File: src/rtl/dpk_pkg.sv
package dpk_pkg;

    // Command codes carried on the downstream port
    localparam logic [7:0] CODE_SR_ENTER = 8'h12;
    localparam logic [7:0] CODE_SR_EXIT  = 8'h17;
    localparam logic [7:0] CODE_REFRESH  = 8'h13;

    // Unlock key expected in the upper half-word
    localparam logic [15:0] UNLOCK_KEY = 16'h1651;

    typedef enum logic [1:0] {
        SEQ_IDLE    = 2'd0,
        SEQ_ENTER   = 2'd1,
        SEQ_EXIT    = 2'd2,
        SEQ_REFRESH = 2'd3
    } seq_state_e;

    typedef struct packed {
        seq_state_e state;
        logic       restore;   // 1: full restore sequence, 0: park only
    } seq_regs_t;

endpackage

File: src/rtl/dpk_key_gate.sv
module dpk_key_gate #(
    parameter int          DATA_W  = 32,
    parameter int          KEY_W   = 16,
    parameter logic [15:0] KEY_VAL = dpk_pkg::UNLOCK_KEY
) (
    input  logic              wr_en,
    input  logic [DATA_W-1:0] wr_data,
    input  logic              busy,
    input  logic              status,
    output logic              accept,
    output logic              start_enter,
    output logic              start_restore
);
    localparam int LOW_W = DATA_W - KEY_W;

    logic key_ok;
    logic low_zero;

    always_comb begin
        key_ok        = (wr_data[DATA_W-1:LOW_W] == KEY_VAL[KEY_W-1:0]);
        low_zero      = (wr_data[LOW_W-1:0] == '0);
        accept        = wr_en && key_ok && !busy;
        start_enter   = accept && !status && wr_data[0];
        start_restore = accept && status && low_zero;
    end

endmodule

File: src/rtl/dpk_cmd_seq.sv
module dpk_cmd_seq #(
    parameter int             CMD_W        = 8,
    parameter logic [CMD_W-1:0] ENTER_CODE   = dpk_pkg::CODE_SR_ENTER,
    parameter logic [CMD_W-1:0] EXIT_CODE    = dpk_pkg::CODE_SR_EXIT,
    parameter logic [CMD_W-1:0] REFRESH_CODE = dpk_pkg::CODE_REFRESH
) (
    input  logic             clk,
    input  logic             rst_n,
    input  logic             start_enter,
    input  logic             start_restore,
    input  logic             cmd_ready,
    output logic             cmd_valid,
    output logic [CMD_W-1:0] cmd_code,
    output logic             busy,
    output logic             done_enter,
    output logic             done_restore
);
    import dpk_pkg::*;

    seq_regs_t seq_d, seq_q;

    always_comb begin
        seq_d        = seq_q;
        done_enter   = 1'b0;
        done_restore = 1'b0;
        unique case (seq_q.state)
            SEQ_IDLE: begin
                if (start_restore) begin
                    seq_d.state   = SEQ_ENTER;
                    seq_d.restore = 1'b1;
                end else if (start_enter) begin
                    seq_d.state   = SEQ_ENTER;
                    seq_d.restore = 1'b0;
                end
            end
            SEQ_ENTER: begin
                if (cmd_ready) begin
                    if (seq_q.restore) begin
                        seq_d.state = SEQ_EXIT;
                    end else begin
                        seq_d.state = SEQ_IDLE;
                        done_enter  = 1'b1;
                    end
                end
            end
            SEQ_EXIT: begin
                if (cmd_ready) begin
                    seq_d.state = SEQ_REFRESH;
                end
            end
            SEQ_REFRESH: begin
                if (cmd_ready) begin
                    seq_d.state   = SEQ_IDLE;
                    seq_d.restore = 1'b0;
                    done_restore  = 1'b1;
                end
            end
            default: seq_d.state = SEQ_IDLE;
        endcase
    end

    always_ff @(posedge clk or negedge rst_n) begin
        if (!rst_n) begin
            seq_q <= '{state: SEQ_IDLE, restore: 1'b0};
        end else begin
            seq_q <= seq_d;
        end
    end

    always_comb begin
        cmd_valid = (seq_q.state != SEQ_IDLE);
        busy      = cmd_valid;
        unique case (seq_q.state)
            SEQ_ENTER:   cmd_code = ENTER_CODE;
            SEQ_EXIT:    cmd_code = EXIT_CODE;
            SEQ_REFRESH: cmd_code = REFRESH_CODE;
            default:     cmd_code = '0;
        endcase
    end

endmodule

File: src/rtl/dpk_state_reg.sv
module dpk_state_reg #(
    parameter int          DATA_W  = 32,
    parameter int          KEY_W   = 16,
    parameter logic [15:0] KEY_VAL = dpk_pkg::UNLOCK_KEY
) (
    input  logic              clk,
    input  logic              rst_n,
    input  logic              accept,
    input  logic [DATA_W-1:0] wr_data,
    input  logic              done_enter,
    input  logic              done_restore,
    input  logic              busy,
    output logic              status,
    output logic [DATA_W-1:0] rd_data
);
    localparam int LOW_W  = DATA_W - KEY_W;
    localparam int SCR_W  = LOW_W - 1;

    typedef struct packed {
        logic [SCR_W-1:0] scratch;
        logic             parked;
    } pwr_regs_t;

    pwr_regs_t reg_d, reg_q;

    always_comb begin
        reg_d = reg_q;
        if (accept) begin
            reg_d.scratch = wr_data[LOW_W-1:1];
        end
        if (done_enter) begin
            reg_d.parked = 1'b1;
        end else if (done_restore) begin
            reg_d.parked = 1'b0;
        end
    end

    always_ff @(posedge clk or negedge rst_n) begin
        if (!rst_n) begin
            reg_q <= '0;
        end else begin
            reg_q <= reg_d;
        end
    end

    always_comb begin
        status  = reg_q.parked;
        rd_data = {(busy ? {KEY_W{1'b0}} : KEY_VAL[KEY_W-1:0]), reg_q.scratch, reg_q.parked};
    end

endmodule

File: src/rtl/dram_pwr_keyctl.sv
module dram_pwr_keyctl #(
    parameter int          DATA_W  = 32,
    parameter int          KEY_W   = 16,
    parameter int          CMD_W   = 8,
    parameter logic [15:0] KEY_VAL = dpk_pkg::UNLOCK_KEY
) (
    input  logic              clk,
    input  logic              rst_n,
    input  logic              wr_en,
    input  logic [DATA_W-1:0] wr_data,
    output logic [DATA_W-1:0] rd_data,
    output logic              cmd_valid,
    input  logic              cmd_ready,
    output logic [CMD_W-1:0]  cmd_code,
    output logic              busy
);
    logic accept;
    logic start_enter;
    logic start_restore;
    logic done_enter;
    logic done_restore;
    logic status;

    dpk_key_gate #(
        .DATA_W (DATA_W),
        .KEY_W  (KEY_W),
        .KEY_VAL(KEY_VAL)
    ) gate_i (
        .wr_en        (wr_en),
        .wr_data      (wr_data),
        .busy         (busy),
        .status       (status),
        .accept       (accept),
        .start_enter  (start_enter),
        .start_restore(start_restore)
    );

    dpk_cmd_seq #(
        .CMD_W       (CMD_W),
        .ENTER_CODE  (CMD_W'(dpk_pkg::CODE_SR_ENTER)),
        .EXIT_CODE   (CMD_W'(dpk_pkg::CODE_SR_EXIT)),
        .REFRESH_CODE(CMD_W'(dpk_pkg::CODE_REFRESH))
    ) seq_i (
        .clk          (clk),
        .rst_n        (rst_n),
        .start_enter  (start_enter),
        .start_restore(start_restore),
        .cmd_ready    (cmd_ready),
        .cmd_valid    (cmd_valid),
        .cmd_code     (cmd_code),
        .busy         (busy),
        .done_enter   (done_enter),
        .done_restore (done_restore)
    );

    dpk_state_reg #(
        .DATA_W (DATA_W),
        .KEY_W  (KEY_W),
        .KEY_VAL(KEY_VAL)
    ) state_i (
        .clk         (clk),
        .rst_n       (rst_n),
        .accept      (accept),
        .wr_data     (wr_data),
        .done_enter  (done_enter),
        .done_restore(done_restore),
        .busy        (busy),
        .status      (status),
        .rd_data     (rd_data)
    );

endmodule

File: config.mk
export PLATFORM = sky130hd
export DESIGN_NAME = dram_pwr_keyctl
export DESIGN_NICKNAME = d
export VERILOG_FILES = /design/src/rtl/dpk_pkg.sv /design/src/rtl/dpk_key_gate.sv /design/src/rtl/dpk_cmd_seq.sv /design/src/rtl/dpk_state_reg.sv /design/src/rtl/dram_pwr_keyctl.sv
export SDC_FILE = /design/constraint.sdc
export NUM_CORES = 1
export LEC_CHECK = 0
export ABC_AREA = 1
export ABC_CLOCK_PERIOD_IN_PS = 3330
export CAP_MARGIN = 20
export CORE_MARGIN = 2
export CORE_UTILIZATION = 39
export CTS_CLUSTER_DIAMETER = 200
export DETAILED_ROUTE_END_ITERATION = 7
export PLACE_DENSITY_LB_ADDON = 0.08
export SLEW_MARGIN = 25
export SYNTH_ARGS = -nofsm -noshare
export SYNTH_HDL_FRONTEND = slang
export SYNTH_SLANG_ARGS = --single-unit
File: constraint.sdc
create_clock -name clk -period 3.33 [get_ports clk]
set_input_delay 0.999 -clock clk [delete_from_list [all_inputs] [get_ports clk]]
set_output_delay 0.999 -clock clk [all_outputs]
set_load 0.005 [all_outputs]
# Word-level counts from Yosys, hierarchy flattened
# Index checks and enable logic that the tools add are counted.
# Widths: inputs -> output; s select.
dict set report op_classes {
  n_eq_ne 8
  n_mux 17
  reduce_logical 15
}
# operator n
set ops {}
lappend ops {{$eq 16x13->1 const B} 1}
lappend ops {{$logic_not 16->1} 1}
lappend ops {{$pmux 5 s3} 1}
lappend ops {{$mux 13} 1}
lappend ops {{$mux 3} 3}
lappend ops {{$pmux 2 s4} 1}
lappend ops {{$mux 1} 7}
lappend ops {{$logic_and 1x1->1} 6}
lappend ops {{$mux 2} 3}
lappend ops {{$ne 2x2->1 const B} 3}
lappend ops {{$reduce_bool 2->1} 3}
lappend ops {{$eq 2x2->1 const B} 2}
lappend ops {{$reduce_and 4->1} 1}
lappend ops {{$ne 3x3->1 const B} 1}
lappend ops {{$reduce_and 3->1} 1}
lappend ops {{$eq 2x1->1 const B} 1}
lappend ops {{$logic_not 1->1} 2}
lappend ops {{$logic_not 2->1} 1}
lappend ops {{$pmux 1 s2} 1}
dict set report totals {
  reg_bits 19
  inputBits 36
  out_inout_bits 42
  elab_cells 44
}

# Logic depth before layout (Yosys ltp)
dict set report logic_depth {
  ltp_word 8
  depth_mapped 10
  ltp_nobuf 10
}

# Cells and area by module
# From an unflattened synthesis, not the netlist that was laid out.
dict set report hier_totals {
  cells_unflattened 167
  hier_area_um2 1207.4
}
# module n_inst cells_per_inst area_each_um2 seq_area_each_um2
set modules_own_cells {}
lappend modules_own_cells {dpk_state_reg 1 87 775.7 400.4}
lappend modules_own_cells {dpk_cmd_seq 1 35 235.2 75.1}
lappend modules_own_cells {dpk_key_gate 1 45 196.4 0.0}

# Least setup slack after synthesis
# Ideal clock, no wire load.
dict set report synth_path {
  path_kind {input port to flip-flop}
  from {input port wr_data[16]}
  to {register state_i.reg_q[13] (netlist: state_i.rd_data[13])}
  setup_ns 0.119
  arrival_ns 1.794
  slack_ns 1.417
  cell_stages 9
  path_buffers 1
  cell_sequence {inv_1 nor2_1 nand2_2 nor2_2 nand2_1 nor2_4 buf_6 nand2_1 o21a_1}
}
dict set report synth_via {
  elab_chain_len 3
}
# item line
set synth_rtl {}
lappend synth_rtl {{start, declared} dram_pwr_keyctl.sv:10} ;# input logic [DATA_W-1:0] wr_data,
lappend synth_rtl {{$eq 16x13->1} dpk_key_gate.sv:20} ;# key_ok = (wr_data[DATA_W-1:LOW_W] == KEY_VAL[KEY_W-1:0]);
lappend synth_rtl {{$logic_and 1x1->1 (2 in series)} dpk_key_gate.sv:22} ;# accept = wr_en && key_ok && !busy;
lappend synth_rtl {{end signal, assigned} dpk_state_reg.sv:42} ;# reg_q <= reg_d;
lappend synth_rtl {{end, declared} dpk_state_reg.sv:24} ;# pwr_regs_t reg_d, reg_q;
# No other way between the ends.
# A chain may end at the register's enable or synchronous reset.

# Worst setup path after layout
dict set report layout_path {
  from {register seq_i.seq_q[1] (netlist name)}
  to {output port cmd_valid}
}
dict set report layout_via {
  elab_chain_len 1
}
# item line
set layout_rtl {}
lappend layout_rtl {{start, declared} dpk_cmd_seq.sv:20} ;# seq_regs_t seq_d, seq_q;
lappend layout_rtl {{start signal, assigned} dpk_cmd_seq.sv:64} ;# seq_q <= '{state: SEQ_IDLE, restore: 1'b0};
lappend layout_rtl {{start signal, assigned} dpk_cmd_seq.sv:66} ;# seq_q <= seq_d;
lappend layout_rtl {{$reduce_bool 2->1} dpk_cmd_seq.sv:71} ;# cmd_valid = (seq_q.state != SEQ_IDLE);
lappend layout_rtl {{end, declared} dram_pwr_keyctl.sv:12} ;# output logic cmd_valid,
# No other way between the ends.

==> qor.csv <==
metric,value,unit
cts_max_path_buffers,2,
power,0.000598,W
ys.flop_type,dfrtp_1,
dr.pass1.iters,4,
wl,2590,um
cts_buffers,3,
ys_seq_area_share,39.4,%
worst_slack,0.808,ns
grt_pass1_vias,1032,
yosys_register_bits,19,
fin_crit_sh,75.7,%
synth_common_cells,"nand2_1, inv_1, buf_4",
gp_congestion,0.812,
vias,1100,
syn-cell-area,1210,um^2
status,"complete, no violations",
arrival,1.52,ns
netlist.area_leader.share,39.4,%
drv_slew,0,
rows,20,
min_period,2.52,ns
vdd_drop_max,202,uV
grt_usage,15.8,%
cts_tree,built,
nNetsFinal,253,
setup_viol,0,
synth_async_sr_flop_share,100,%
cts_setup_buffers,0,
viasPerCell,4.42,
crit_fanout,9,
ff_latch_area,475,um^2
wl_per_cell,10.4,um
io_pins,78,
drc,0,
relSlewSlack,43.5,%
antenna_cells,0,
multiInputGateArea,479,um^2
final_antenna_net_count,0,
area_growth,46.1,%
clockRootBuffer,clkbuf_4,
h-tree-depth,1,
synth.distinct_cells,21,
synth.most_common_cell,nand2_1,
maxCapViolCount,0,
grt_max_degree,20,
grt-ovfl-total,0,
clk_pin_slew,0.10,ns
coreArea,3000,um^2
synth-edff-count,0,
hold_class,reg2reg,
tns,0,ns
synth_area_leaders,"dfrtp_1, buf_4, nand2_1",
start_util,40.2,%
pre_cts_ws,0.707,ns
nFillCells,288,
die-area,3550,um^2
antenna_found_initial,0,
drive_gt1_share,4.63,%
grt_setup_unrepaired,no,
cp.required,2.33,ns
cts_hold_buf,0,
drt-initial-drc-count,19,
clock_skew,0.00157,ns
worst_pin_slew,0.845,ns
path_class,reg2out,
p_per_area,340,nW/um^2
clock_latency,0.29,ns
die_w,59.6,um
io_buffer_count,63,
end_kind,output port,
grt_pass1_wl,4250,um
fmax,0.396,GHz
clock-sinks,19,
ctsResizeCount,0,
postSynthCellCount,161,
startpoint_type,flop,
dpl.hpwl,2180,um
synth_top_area_cell,dfrtp_1,
synth.avg_cell_area,7.49,um^2
leakage,0.865,nW
ys_warn_count,0,
hold_viol_final,0,
die_height,59.6,um
hold_slack,0.494,ns
[registers in the layout (all words and copies together), names as in the netlist, named ones only]
name	count
seq_i.seq_q	2
state_i.rd_data	15
state_i.status	1
[placed cells by master, fill, tap and decap left out]
cell / netlist / layout
inv_1: 28 / 28
clkbuf_4: 0 / 3
clkdlybuf4s50_1: 0 / 63
nand2_1: 39 / 39
nand4_1: 2 / 2
nand2_2: 1 / 1
nand3_1: 4 / 4
nor2_2: 1 / 1
nand3_2: 1 / 1
o21ai_0: 8 / 8
nor2_1: 16 / 16
o21a_1: 8 / 8
nor3_4: 1 / 1
nor2_4: 2 / 2
inv_2: 1 / 1
o32ai_1: 1 / 1
clkbuf_1: 1 / 1
dfrtp_1: 19 / 19
nand3b_1: 1 / 1
nor3_1: 2 / 2
conb_1: 1 / 14
[critical path: stages, from the launching register on]
cell,delay [ns]
dfrtp_1,0.47
nor2_4,0.21
inv_1,0.10
clkdlybuf4s50_1,0.45
[path summary, 6_finish.rpt]
kind | cells past startpoint | start | slack (ns) | end
min in group asynchronous | 1 | rst_n | 1.19 | async pin
worst max-delay path | 3 | seq_i.seq_q[1] | 0.81 | cmd_valid
max in group asynchronous | 1 | rst_n | 1.63 | state_i.rd_data[12]
worst max register to register | 8 | seq_i.seq_q[1] | 1.66 | seq_i.seq_q[0]
worst min register to register | 1 | state_i.rd_data[10] | 0.49 | state_i.rd_data[10]
worst min-delay path | 1 | state_i.rd_data[10] | 0.49 | state_i.rd_data[10]
[cell families after synthesis]
kind of cell	Yosys count	share of synthesized area, %
AND/OR/NAND/NOR	70	26.3
flip-flops	19	39.4
other	1	0.311
AO/OA/AOI/OAI	17	9.03
buffers and inverters	54	24.9
[metal layers]
| layer | up-vias | global-route usage (%) | share of wire (%) |
|---|---|---|---|
| li1 | 561 | - | - |
| met1 | 498 | 16.8 | 40 |
| met2 | 41 | 30.5 | 53 |
| met3 | 0 | 5.68 | 6.6 |
| met4 | 0 | 1.90 | 0 |
| met5 | - | 0 | 0 |
[layout make-up]
| cell class | count | share of cell area [%] |
|---|---|---|
| flip-flops and latches | 19 | 27.0 |
| multi-input cells | 101 | 27.2 |
| inverters | 29 | 6.18 |
| well taps | 33 | 2.34 |
| clock buffers | 4 | 1.49 |
| repair buffers | 63 | 35.8 |
[through the flow]
step	instances	instance area (um^2)	utilization (%)
CTS	249	1760	58.7
global placement	245	1740	57.8
floorplan	174	1250	-
global route	249	1760	58.7
detailed placement	245	1740	57.8
finish	249	1760	58.7
[power by group]
part / internal, W / switching, W
Combinational: 0.000150 / 0.0000867
Sequential: 0.000237 / 0.0000131
Clock: 0.0000465 / 0.0000650
Total: 0.000433 / 0.000165
(Power assumes the default switching activity.)
